**config.mk**
```make
export PLATFORM = sky130hd
export DESIGN_NAME = pair_expander
export DESIGN_NICKNAME = d
export VERILOG_FILES = /design/src/rtl/pair_expander_pkg.sv /design/src/rtl/pair_expander_ctrl.sv /design/src/rtl/pair_expander_dp.sv /design/src/rtl/pair_expander.sv
export SDC_FILE = /design/constraint.sdc
export NUM_CORES = 1
export LEC_CHECK = 0
export BUFFER_PORTS_ARGS = -buffer_cell sky130_fd_sc_hd__buf_2
export CORE_UTILIZATION = 50
export CTS_CLUSTER_SIZE = 24
export DETAILED_ROUTE_END_ITERATION = 12
export HOLD_SLACK_MARGIN = 0.06
export PLACE_DENSITY = 0.81
export SYNTH_ARGS = -nofsm -noshare
export SYNTH_HDL_FRONTEND = slang
export SYNTH_SLANG_ARGS = --single-unit
```
**constraint.sdc**
```tcl
create_clock -name clk -period 3.2 [get_ports clk]
set_input_delay 0.16 -clock clk [delete_from_list [all_inputs] [get_ports clk]]
set_output_delay 0.16 -clock clk [all_outputs]
set_load 0.01 [all_outputs]
```
**src/rtl/pair_expander_pkg.sv**
```systemverilog
package pair_expander_pkg;

  localparam int OP_W = 4;

  typedef enum logic [OP_W-1:0] {
    OP_ADD    = 4'd0,
    OP_SUB    = 4'd1,
    OP_AND    = 4'd2,
    OP_OR     = 4'd3,
    OP_XOR    = 4'd4,
    OP_ADDI   = 4'd5,
    OP_XORI   = 4'd6,
    OP_SLLI   = 4'd7,
    OP_SH1ADD = 4'd8,
    OP_SH2ADD = 4'd9,
    OP_SH3ADD = 4'd10,
    OP_LOAD   = 4'd11,
    OP_STORE  = 4'd12,
    OP_MUL    = 4'd13,
    OP_MULH   = 4'd14,
    OP_RSVD   = 4'd15
  } uop_op_e;

  typedef enum logic [2:0] {
    CAT_CHAIN     = 3'd0,
    CAT_CHAIN_MEM = 3'd1,
    CAT_TWO_OP    = 3'd2,
    CAT_SHARED    = 3'd3,
    CAT_MEM_PAIR  = 3'd4,
    CAT_MOVE_PAIR = 3'd5,
    CAT_SP_ADJ    = 3'd6,
    CAT_RSVD      = 3'd7
  } pair_cat_e;

  // Strobes from control to datapath: one-hot category select plus qualifiers.
  typedef struct packed {
    logic chain;
    logic chainMem;
    logic twoOp;
    logic shared;
    logic memPair;
    logic movePair;
    logic spAdj;
    logic illegal;
    logic aLi;
    logic bLi;
  } pair_strobe_t;

  function automatic logic isMemOp(input logic [OP_W-1:0] op);
    return (op == OP_LOAD) || (op == OP_STORE);
  endfunction

endpackage

```
**src/rtl/pair_expander_ctrl.sv**
```systemverilog
module pair_expander_ctrl
  import pair_expander_pkg::*;
(
  input  logic [2:0]      pairCat,
  input  logic [OP_W-1:0] aOp,
  input  logic [OP_W-1:0] bOp,
  output pair_strobe_t    stb
);

  always_comb begin
    stb          = '0;
    stb.aLi      = (aOp == OP_ADDI);
    stb.bLi      = (bOp == OP_ADDI);
    unique case (pairCat)
      CAT_CHAIN:     stb.chain    = 1'b1;
      CAT_CHAIN_MEM: begin
        stb.chainMem = 1'b1;
        stb.illegal  = !isMemOp(bOp);
      end
      CAT_TWO_OP:    stb.twoOp    = 1'b1;
      CAT_SHARED:    stb.shared   = 1'b1;
      CAT_MEM_PAIR:  begin
        stb.memPair  = 1'b1;
        stb.illegal  = !isMemOp(aOp);
      end
      CAT_MOVE_PAIR: begin
        stb.movePair = 1'b1;
        stb.illegal  = stb.aLi && !stb.bLi;
      end
      CAT_SP_ADJ:    stb.spAdj    = 1'b1;
      default:       stb.illegal  = 1'b1;
    endcase
  end

endmodule

```
**src/rtl/pair_expander_dp.sv**
```systemverilog
module pair_expander_dp
  import pair_expander_pkg::*;
#(
  parameter int REG_W    = 5,
  parameter int CIMM_W   = 12,
  parameter int IMM_W    = 16,
  parameter int SIZE_W   = 2,
  parameter int TMP_REG  = 31,
  parameter int SP_REG   = 2,
  parameter int SP_SHIFT = 4
) (
  input  logic              clk,
  input  logic              rst,
  input  logic              inValid,
  input  pair_strobe_t      stb,
  input  logic [SIZE_W-1:0] memSize,
  input  logic [OP_W-1:0]   aOp,
  input  logic [REG_W-1:0]  aRd,
  input  logic [REG_W-1:0]  aRs1,
  input  logic [REG_W-1:0]  aRs2,
  input  logic [CIMM_W-1:0] aImm,
  input  logic [OP_W-1:0]   bOp,
  input  logic [REG_W-1:0]  bRd,
  input  logic [REG_W-1:0]  bRs2,
  input  logic [CIMM_W-1:0] bImm,
  output logic              outValid,
  output logic              outIllegal,
  output logic [OP_W-1:0]   u0Op,
  output logic [REG_W-1:0]  u0Rd,
  output logic [REG_W-1:0]  u0Rs1,
  output logic [REG_W-1:0]  u0Rs2,
  output logic [IMM_W-1:0]  u0Imm,
  output logic [OP_W-1:0]   u1Op,
  output logic [REG_W-1:0]  u1Rd,
  output logic [REG_W-1:0]  u1Rs1,
  output logic [REG_W-1:0]  u1Rs2,
  output logic [IMM_W-1:0]  u1Imm
);

  localparam int EXT_W = IMM_W - CIMM_W;
  localparam int REC_W = OP_W + 3 * REG_W + IMM_W;
  localparam logic [REG_W-1:0] TMP = REG_W'(TMP_REG);
  localparam logic [REG_W-1:0] SP  = REG_W'(SP_REG);

  logic [IMM_W-1:0] aImmX, bImmX, sizeBytes;
  assign aImmX     = {{EXT_W{aImm[CIMM_W-1]}}, aImm};
  assign bImmX     = {{EXT_W{bImm[CIMM_W-1]}}, bImm};
  assign sizeBytes = IMM_W'(1) << memSize;

  // Per-slot two-operand expansion, including the same-register unary rewrites.
  logic [OP_W-1:0]  sOp  [2];
  logic [REG_W-1:0] sRd  [2];
  logic [REG_W-1:0] sRs2 [2];
  logic [IMM_W-1:0] sImm [2];
  assign sOp[0] = aOp;   assign sOp[1] = bOp;
  assign sRd[0] = aRd;   assign sRd[1] = bRd;
  assign sRs2[0] = aRs2; assign sRs2[1] = bRs2;
  assign sImm[0] = aImmX; assign sImm[1] = bImmX;

  for (genvar g = 0; g < 2; g++) begin : g_slot
    logic [REC_W-1:0] rec;
    always_comb begin
      rec = {sOp[g], sRd[g], sRd[g], sRs2[g], sImm[g]};
      if (sRd[g] == sRs2[g]) begin
        unique case (sOp[g])
          OP_SUB:  rec = {OP_SUB, sRd[g], REG_W'(0), sRd[g], IMM_W'(0)};
          OP_XOR:  rec = {OP_XORI, sRd[g], sRd[g], REG_W'(0), {IMM_W{1'b1}}};
          OP_OR:   rec = {OP_SLLI, sRd[g], sRd[g], REG_W'(0), IMM_W'(1)};
          default: ;
        endcase
      end
    end
  end

  logic [OP_W-1:0] shAddOp;
  always_comb begin
    unique case (memSize)
      SIZE_W'(0): shAddOp = OP_ADD;
      SIZE_W'(1): shAddOp = OP_SH1ADD;
      SIZE_W'(2): shAddOp = OP_SH2ADD;
      default:    shAddOp = OP_SH3ADD;
    endcase
  end

  logic [REC_W-1:0] n0, n1;
  logic             nValid, nIll;

  always_comb begin
    n0     = '0;
    n1     = '0;
    nValid = 1'b0;
    nIll   = 1'b0;
    if (inValid) begin
      if (stb.illegal) begin
        nIll = 1'b1;
      end else begin
        nValid = 1'b1;
        if (stb.chain || stb.chainMem) begin
          n0 = stb.chainMem ? {shAddOp, TMP, aRs1, aRs2, IMM_W'(0)}
                            : {aOp, TMP, aRs1, aRs2, aImmX};
          n1 = {bOp, bRd, TMP, bRs2, bImmX};
        end else if (stb.twoOp) begin
          n0 = g_slot[0].rec;
          n1 = g_slot[1].rec;
        end else if (stb.shared) begin
          n0 = {aOp, aRd, aRs1, aRs2, aImmX};
          n1 = {bOp, bRd, aRs1, aRs2, bImmX};
        end else if (stb.memPair) begin
          n0 = {aOp, aRd, aRs1, aRs2, aImmX};
          n1 = {aOp, bRd, aRs1, bRs2, aImmX + sizeBytes};
        end else if (stb.movePair) begin
          n0 = stb.aLi ? {OP_ADDI, aRd, REG_W'(0), REG_W'(0), aImmX}
                       : {OP_ADD, aRd, aRs1, REG_W'(0), IMM_W'(0)};
          n1 = stb.bLi ? {OP_ADDI, bRd, REG_W'(0), REG_W'(0), bImmX}
                       : {OP_ADD, bRd, aRs2, REG_W'(0), IMM_W'(0)};
        end else if (stb.spAdj) begin
          n0 = {OP_ADDI, SP, SP, REG_W'(0), aImmX << SP_SHIFT};
          n1 = g_slot[1].rec;
        end
      end
    end
  end

  always_ff @(posedge clk) begin
    if (rst) begin
      outValid   <= 1'b0;
      outIllegal <= 1'b0;
      {u0Op, u0Rd, u0Rs1, u0Rs2, u0Imm} <= '0;
      {u1Op, u1Rd, u1Rs1, u1Rs2, u1Imm} <= '0;
    end else begin
      outValid   <= nValid;
      outIllegal <= nIll;
      {u0Op, u0Rd, u0Rs1, u0Rs2, u0Imm} <= n0;
      {u1Op, u1Rd, u1Rs1, u1Rs2, u1Imm} <= n1;
    end
  end

endmodule

```
**src/rtl/pair_expander.sv**
```systemverilog
module pair_expander
  import pair_expander_pkg::*;
#(
  parameter int REG_W    = 5,
  parameter int CIMM_W   = 12,
  parameter int IMM_W    = 16,
  parameter int SIZE_W   = 2,
  parameter int TMP_REG  = 31,
  parameter int SP_REG   = 2,
  parameter int SP_SHIFT = 4
) (
  input  logic              clk,
  input  logic              rst,
  input  logic              inValid,
  input  logic [2:0]        pairCat,
  input  logic [SIZE_W-1:0] memSize,
  input  logic [OP_W-1:0]   aOp,
  input  logic [REG_W-1:0]  aRd,
  input  logic [REG_W-1:0]  aRs1,
  input  logic [REG_W-1:0]  aRs2,
  input  logic [CIMM_W-1:0] aImm,
  input  logic [OP_W-1:0]   bOp,
  input  logic [REG_W-1:0]  bRd,
  input  logic [REG_W-1:0]  bRs2,
  input  logic [CIMM_W-1:0] bImm,
  output logic              outValid,
  output logic              outIllegal,
  output logic [OP_W-1:0]   u0Op,
  output logic [REG_W-1:0]  u0Rd,
  output logic [REG_W-1:0]  u0Rs1,
  output logic [REG_W-1:0]  u0Rs2,
  output logic [IMM_W-1:0]  u0Imm,
  output logic [OP_W-1:0]   u1Op,
  output logic [REG_W-1:0]  u1Rd,
  output logic [REG_W-1:0]  u1Rs1,
  output logic [REG_W-1:0]  u1Rs2,
  output logic [IMM_W-1:0]  u1Imm
);

  pair_strobe_t stb;

  pair_expander_ctrl u_ctrl (
    .pairCat (pairCat),
    .aOp     (aOp),
    .bOp     (bOp),
    .stb     (stb)
  );

  pair_expander_dp #(
    .REG_W(REG_W), .CIMM_W(CIMM_W), .IMM_W(IMM_W), .SIZE_W(SIZE_W),
    .TMP_REG(TMP_REG), .SP_REG(SP_REG), .SP_SHIFT(SP_SHIFT)
  ) u_dp (
    .clk(clk), .rst(rst), .inValid(inValid), .stb(stb), .memSize(memSize),
    .aOp(aOp), .aRd(aRd), .aRs1(aRs1), .aRs2(aRs2), .aImm(aImm),
    .bOp(bOp), .bRd(bRd), .bRs2(bRs2), .bImm(bImm),
    .outValid(outValid), .outIllegal(outIllegal),
    .u0Op(u0Op), .u0Rd(u0Rd), .u0Rs1(u0Rs1), .u0Rs2(u0Rs2), .u0Imm(u0Imm),
    .u1Op(u1Op), .u1Rd(u1Rd), .u1Rs1(u1Rs1), .u1Rs2(u1Rs2), .u1Imm(u1Imm)
  );

endmodule

```
After elaboration in Yosys (flattened, before gate mapping) --
Index checks and enable logic that the tools add are counted.
Operators by class: mux-type cells 30, $add $sub $neg 1, eq/ne operators 22, bitwise gates (word level) 1, shifts and indexed selects 1, reductions and logical operators 12
Operators with widths (number):
- 35-bit 2-to-1 mux | 14
- 35-bit case mux with 3 select lines | 2
- 34-bit 2-to-1 mux | 3
- 16-bit adder | 1
- 4-bit by 3-bit == test with 1-bit output (second input constant) | 4
- 4-bit == test (second input constant) | 4
- 1-bit by 2-bit left shift with 16-bit output (first input constant) | 1
- 4-bit case mux with 3 select lines | 1
- 5-bit == test | 2
- 3-bit == test (second input constant) | 3
- 1-bit 2-to-1 mux | 9
- 4-bit by 1-bit == test with 1-bit output (second input constant) | 2
- 4-bit by 2-bit == test with 1-bit output (second input constant) | 2
- 3-bit by 2-bit == test with 1-bit output (second input constant) | 2
- 1-bit case mux with 4 select lines | 1
- 4-bit OR reduction | 1
- 3-bit by 1-bit == test with 1-bit output (second input constant) | 1
- 1-bit zero test | 3
- 3-bit zero test | 1
- 1-bit logical OR | 3
- 3-bit OR reduction | 1
- 2-bit by 1-bit == test with 1-bit output (second input constant) | 1
- 2-bit == test (second input constant) | 1
- 2-bit zero test | 1
- 3 further kinds | 3
Storage, ports and cells: bits of input ports 65, output and inout port bits 72, word-level logic and storage cells 79, flip-flop bits (word level) 72

Depth between registers and ports, before layout --
word-level depth 9, gate-level depth with buffers 10, mapped depth without buffers 9

By module --
From an unflattened synthesis, not the netlist that was laid out.
Second synthesis, totals: cells, all modules 511, area total of the unflattened synthesis 4212.8 um2
Modules (own cells, without submodules):
- pair_expander_dp | instances 1, sequential area each 1441.4 um2, area each 4050.1 um2, cells each 492
- pair_expander_ctrl | instances 1, sequential area each 0.0 um2, area each 162.7 um2, cells each 19

Worst setup path before layout --
Ideal clock, no wire load.
kind input to register, start in memSize[0], end reg u_dp.u1Imm[9], required time 3.069 ns, cell stages on the path 8, data arrival time 1.769 ns, library setup time 0.131 ns, slack 1.300 ns, cell sequence and2_1 ha_1 and3_1 a221o_1 nand3_1 xnor2_1 a2111oi_0 nor3_1
Between the ends: longest elaborated chain between the ends 6
RTL lines:
- from (decl) | line pair_expander.sv:16 | input logic [SIZE_W-1:0] memSize,
- 1-bit by 2-bit left shift with 16-bit output | line pair_expander_dp.sv:48 | assign sizeBytes = IMM_W'(1) << memSize;
- 16-bit adder | line pair_expander_dp.sv:110 | n1 = {aOp, bRd, aRs1, bRs2, aImmX + sizeBytes};
- 35-bit 2-to-1 mux | line pair_expander_dp.sv:108 | end else if (stb.memPair) begin
- 35-bit 2-to-1 mux | line pair_expander_dp.sv:105 | end else if (stb.shared) begin
- 35-bit 2-to-1 mux | line pair_expander_dp.sv:102 | end else if (stb.twoOp) begin
- 35-bit 2-to-1 mux | line pair_expander_dp.sv:98 | if (stb.chain || stb.chainMem) begin
- to (signal assigned) | line pair_expander_dp.sv:134 | {u1Op, u1Rd, u1Rs1, u1Rs2, u1Imm} <= n1;
- to (decl) | line pair_expander_dp.sv:37 | output logic [IMM_W-1:0] u1Imm
Every way passes these cells. A chain may end at the register's enable or synchronous reset.

Worst setup path in the final report --
start in pairCat[1], end reg u_dp.u1Imm[5]
Between the ends: longest elaborated chain between the ends 8, elaborated cells on any way between the ends 24, classes of those cells 6 x eq/ne; 14 x mux; 4 x reduce/logical
RTL lines:
- from (decl) | line pair_expander.sv:15 | input logic [2:0] pairCat,
- 3-bit == test | line pair_expander_ctrl.sv:14 | unique case (pairCat)
- 1-bit 2-to-1 mux | line pair_expander_ctrl.sv:14
- 35-bit 2-to-1 mux | line pair_expander_dp.sv:116 | end else if (stb.spAdj) begin
- 35-bit 2-to-1 mux | line pair_expander_dp.sv:111 | end else if (stb.movePair) begin
- 35-bit 2-to-1 mux | line pair_expander_dp.sv:108
- 35-bit 2-to-1 mux | line pair_expander_dp.sv:105
- 35-bit 2-to-1 mux | line pair_expander_dp.sv:102
- 35-bit 2-to-1 mux | line pair_expander_dp.sv:98
Several ways; a longest one is shown, not always the timed one.

==> reports/summary.txt <==
RUN STATUS
------------------------------------------------------------------------------------------
Outcome                                                                          completed

DRT
------------------------------------------------------------------------------------------
Antenna Nets Post-Route                                                                  0
Vias after detailed routing                                                           4145
DRC marker count from the first detailed-route iteration                               497
Average wire per standard cell                                                     17.1 µm
Ratio of routed vias to standard cells                                                5.99
Total iterations of the first detailed-routing run                                       5
Remaining routing DRC violations                                                         0
Total wire length after detailed routing                                          11800 µm

CLOCK NETWORK
------------------------------------------------------------------------------------------
Clock tree from TritonCTS                                                            built
H-tree Lvls                                                                              3
Master cell of the clock root buffer                                          sky130_fd_sc_hd__clkbuf_8
Largest buffer count on any clock path                                                   2
Postcts setup bufs                                                                       0
CTS sink cnt                                                                            72
Number of buffers added by the clock tree synthesis step                                 9
Clock edge transition at the registers on the reported setup and hold paths          80 ps

SYNTH
------------------------------------------------------------------------------------------
Area share of the largest cell type after synthesis                                  0.385
Most numerous cell in the Yosys netlist                                       sky130_fd_sc_hd__dfxtp_1
Distinct cell type count of the synthesized netlist                                     63
Sequential-to-total area share from yosys stat                                       0.385
Top_reg_cell synth                                                            sky130_fd_sc_hd__dfxtp_1
Register bit count reported by yosys                                                    72
Mean instance size in the synthesized netlist                                     8.16 µm²
Top cell type by total area after synthesis                                   sky130_fd_sc_hd__dfxtp_1
Syn Inst Count                                                                         459
Number of synthesized flops with an enable pin                                           0
Syn nets                                                                               529
Async S/R FF share, synth                                                                0
Synth top cells by count                                                      sky130_fd_sc_hd__dfxtp_1, sky130_fd_sc_hd__nor2_1, sky130_fd_sc_hd__a21oi_1
Number of warnings printed during yosys synthesis                                        0
Netlist Area Pre-Place                                                            3740 µm²
Top area cells in the synthesized netlist                                     sky130_fd_sc_hd__dfxtp_1, sky130_fd_sc_hd__a21oi_1, sky130_fd_sc_hd__nor2_1, sky130_fd_sc_hd__nand2_1, sky130_fd_sc_hd__a22oi_1

TIMING
------------------------------------------------------------------------------------------
Max_slew headroom                                                                    0.446
# setup viols final                                                                      0
Number of pins exceeding their max-slew limit in the final report                        0
Worst hold slack                                                                   71.9 ps
Min cycle time layout                                                              2080 ps
Worst slew pin tran                                                                 820 ps
Max Fclk                                                                         0.481 GHz
Sum Neg Setup Slack                                                                   0 ps
Hold Fails Final Rpt                                                                     0
RSZ-0062 raised after global routing                                                    no
Period Utilization, post-route                                                       0.650

DIE
------------------------------------------------------------------------------------------
Number of placement rows                                                                31
Ports                                                                                  137
Core Area                                                                         7250 µm²
Initial Util                                                                         0.516
Total die area                                                                    7840 µm²
X dimension of the die                                                             88.5 µm
Die H                                                                              88.5 µm

JOB
------------------------------------------------------------------------------------------
MaxCap Viol Count                                                                        0

GLOBAL ROUTE
------------------------------------------------------------------------------------------
Initial antenna violation count                                                          0
Pin count of the biggest net entering global routing                                    33
Overall Global Routing Usage                                                         0.303
Via count of the first global-routing pass                                            3692
Aggregate global routing overflow                                                        0
Global-route wire length before repair                                            18000 µm

MIN PATH
------------------------------------------------------------------------------------------
Worst min path class                                                          primary input to flop

POWER AND IR DROP
------------------------------------------------------------------------------------------
Power Dens Cells                                                                464 nW/µm²
Worst VDD drop                                                                    0.236 mV
Pleak                                                                              2.18 nW

CRITICAL PATH
------------------------------------------------------------------------------------------
Crit path capture type                                                                flop
Data required time at the worst endpoint                                           3470 ps
WP data arrival                                                                    2350 ps
Largest fanout of any net on the critical path                                          32
Critical path type                                                            primary input to flop
CP Launch Type                                                                primary input

LAYOUT
------------------------------------------------------------------------------------------
Footprint of the multi-input gates                                                2130 µm²
Number of fill cells                                                                   638
Count of antenna diodes in the layout                                                    0
Layout-stage area growth over the synthesis result                                   25.8%
FF+latch area                                                                     1440 µm²
Proportion of layout cells with a drive suffix above 1                               0.300
Final Net Count                                                                        658

PLACED DESIGN
------------------------------------------------------------------------------------------
IO Port Bufs                                                                           136
Placer congestion estimate                                                           0.953
Final HPWL from detailed placement                                                 8670 µm

layer usage:
metal / GRT usage / routed length, µm / vias to the layer above
met1: 0.408 / 5050 / 1907
li1: - / - / 1913
met5: 0 / 0 / -
met3: 0.0681 / 1140 / 51
met2: 0.455 / 5170 / 274
met4: 0.152 / 481 / 0
path summary, 6_finish.rpt:
check | from | endpoint | cells after the start | slack (ps)
hold / removal | aImm[2] | u_dp.u0Imm[2]$_SDFF_PP0_ | 3 | 70
setup / recovery | pairCat[1] | u_dp.u1Imm[5]$_SDFF_PP0_ | 9 | 1120
metrics by stage:
stage,setup slack (ps),power [W],util,cell area [µm²],cells
finish,1120,0.00219,0.649,4710,692
global placement,898,0.00136,0.617,4470,675
global route,1010,0.00227,0.649,4710,692
floorplan,1300,0.00120,-,3740,459
CTS,1130,0.00218,0.649,4710,692
detailed placement,796,0.00136,0.617,4470,675
placed cells by master, fill, tap and decap left out, drive strengths merged, types with 8 or more instances in the layout:
cell and count:
xnor2 11, nand2b 8, o21ai 18, nand3 12
a21oi 66, nor2 69, a22oi 15, a211oi 8
nand2 34, and3 11, clkbuf 9, inv 15
dfxtp 72, buf 143, a221oi 12, nor3 8
flip-flops by register name (all words and copies together) (netlist names):
name,flops
u_dp.outValid,1
u_dp.u0Rs1,5
u_dp.u0Op,4
u_dp.u0Rs2,5
u_dp.u1Rs1,5
u_dp.u0Imm,16
u_dp.u0Rd,5
u_dp.outIllegal,1
u_dp.u1Op,4
u_dp.u1Rs2,5
u_dp.u1Rd,5
u_dp.u1Imm,16
layout make-up:
| type | instances | share of cell area |
|---|---|---|
| Timing Repair Buffer | 144 | 0.158 |
| Multi-Input combinational cell | 349 | 0.452 |
| Sequential cell | 72 | 0.306 |
| Inverter | 12 | 0.00957 |
| Tap cell | 99 | 0.0263 |
| Clock inverter | 7 | 0.0218 |
| Clock buffer | 9 | 0.0263 |
cells by family (layout without fill, tap and decap cells):
family	after synthesis	in the layout	synth area share
XOR/XNOR	17	17	0.0458
AND/OR/NAND/NOR	171	171	0.231
buffers and inverters	38	172	0.0471
adder cells (fa/ha/maj)	5	5	0.0187
flip-flops	72	72	0.385
AO/OA/AOI/OAI	156	156	0.273
where the power goes:
part	leakage (nW)	switching [W]	internal, W	total [W]
logic	1.48	0.000255	0.000161	0.000416
registers	0.586	0.00000892	0.000929	0.000938
clock network	0.116	0.000383	0.000450	0.000833
total	2.18	0.000647	0.00154	0.00219
critical path, stage by stage:
cell                        delay (ps)
sky130_fd_sc_hd__buf_2             440
sky130_fd_sc_hd__nand2b_1          220
sky130_fd_sc_hd__nor2_1             50
sky130_fd_sc_hd__buf_4             190
sky130_fd_sc_hd__o2bb2ai_1         130
sky130_fd_sc_hd__a21oi_1           200
sky130_fd_sc_hd__nand2b_2          380
sky130_fd_sc_hd__buf_4             350
sky130_fd_sc_hd__nor3_1            210
timing repair:
action | in CTS | in global routing
hold endpoints to repair | 1 | 0
hold buffers | 1 | 0
resized for setup | 0 | 0
(Power assumes the default switching activity.)
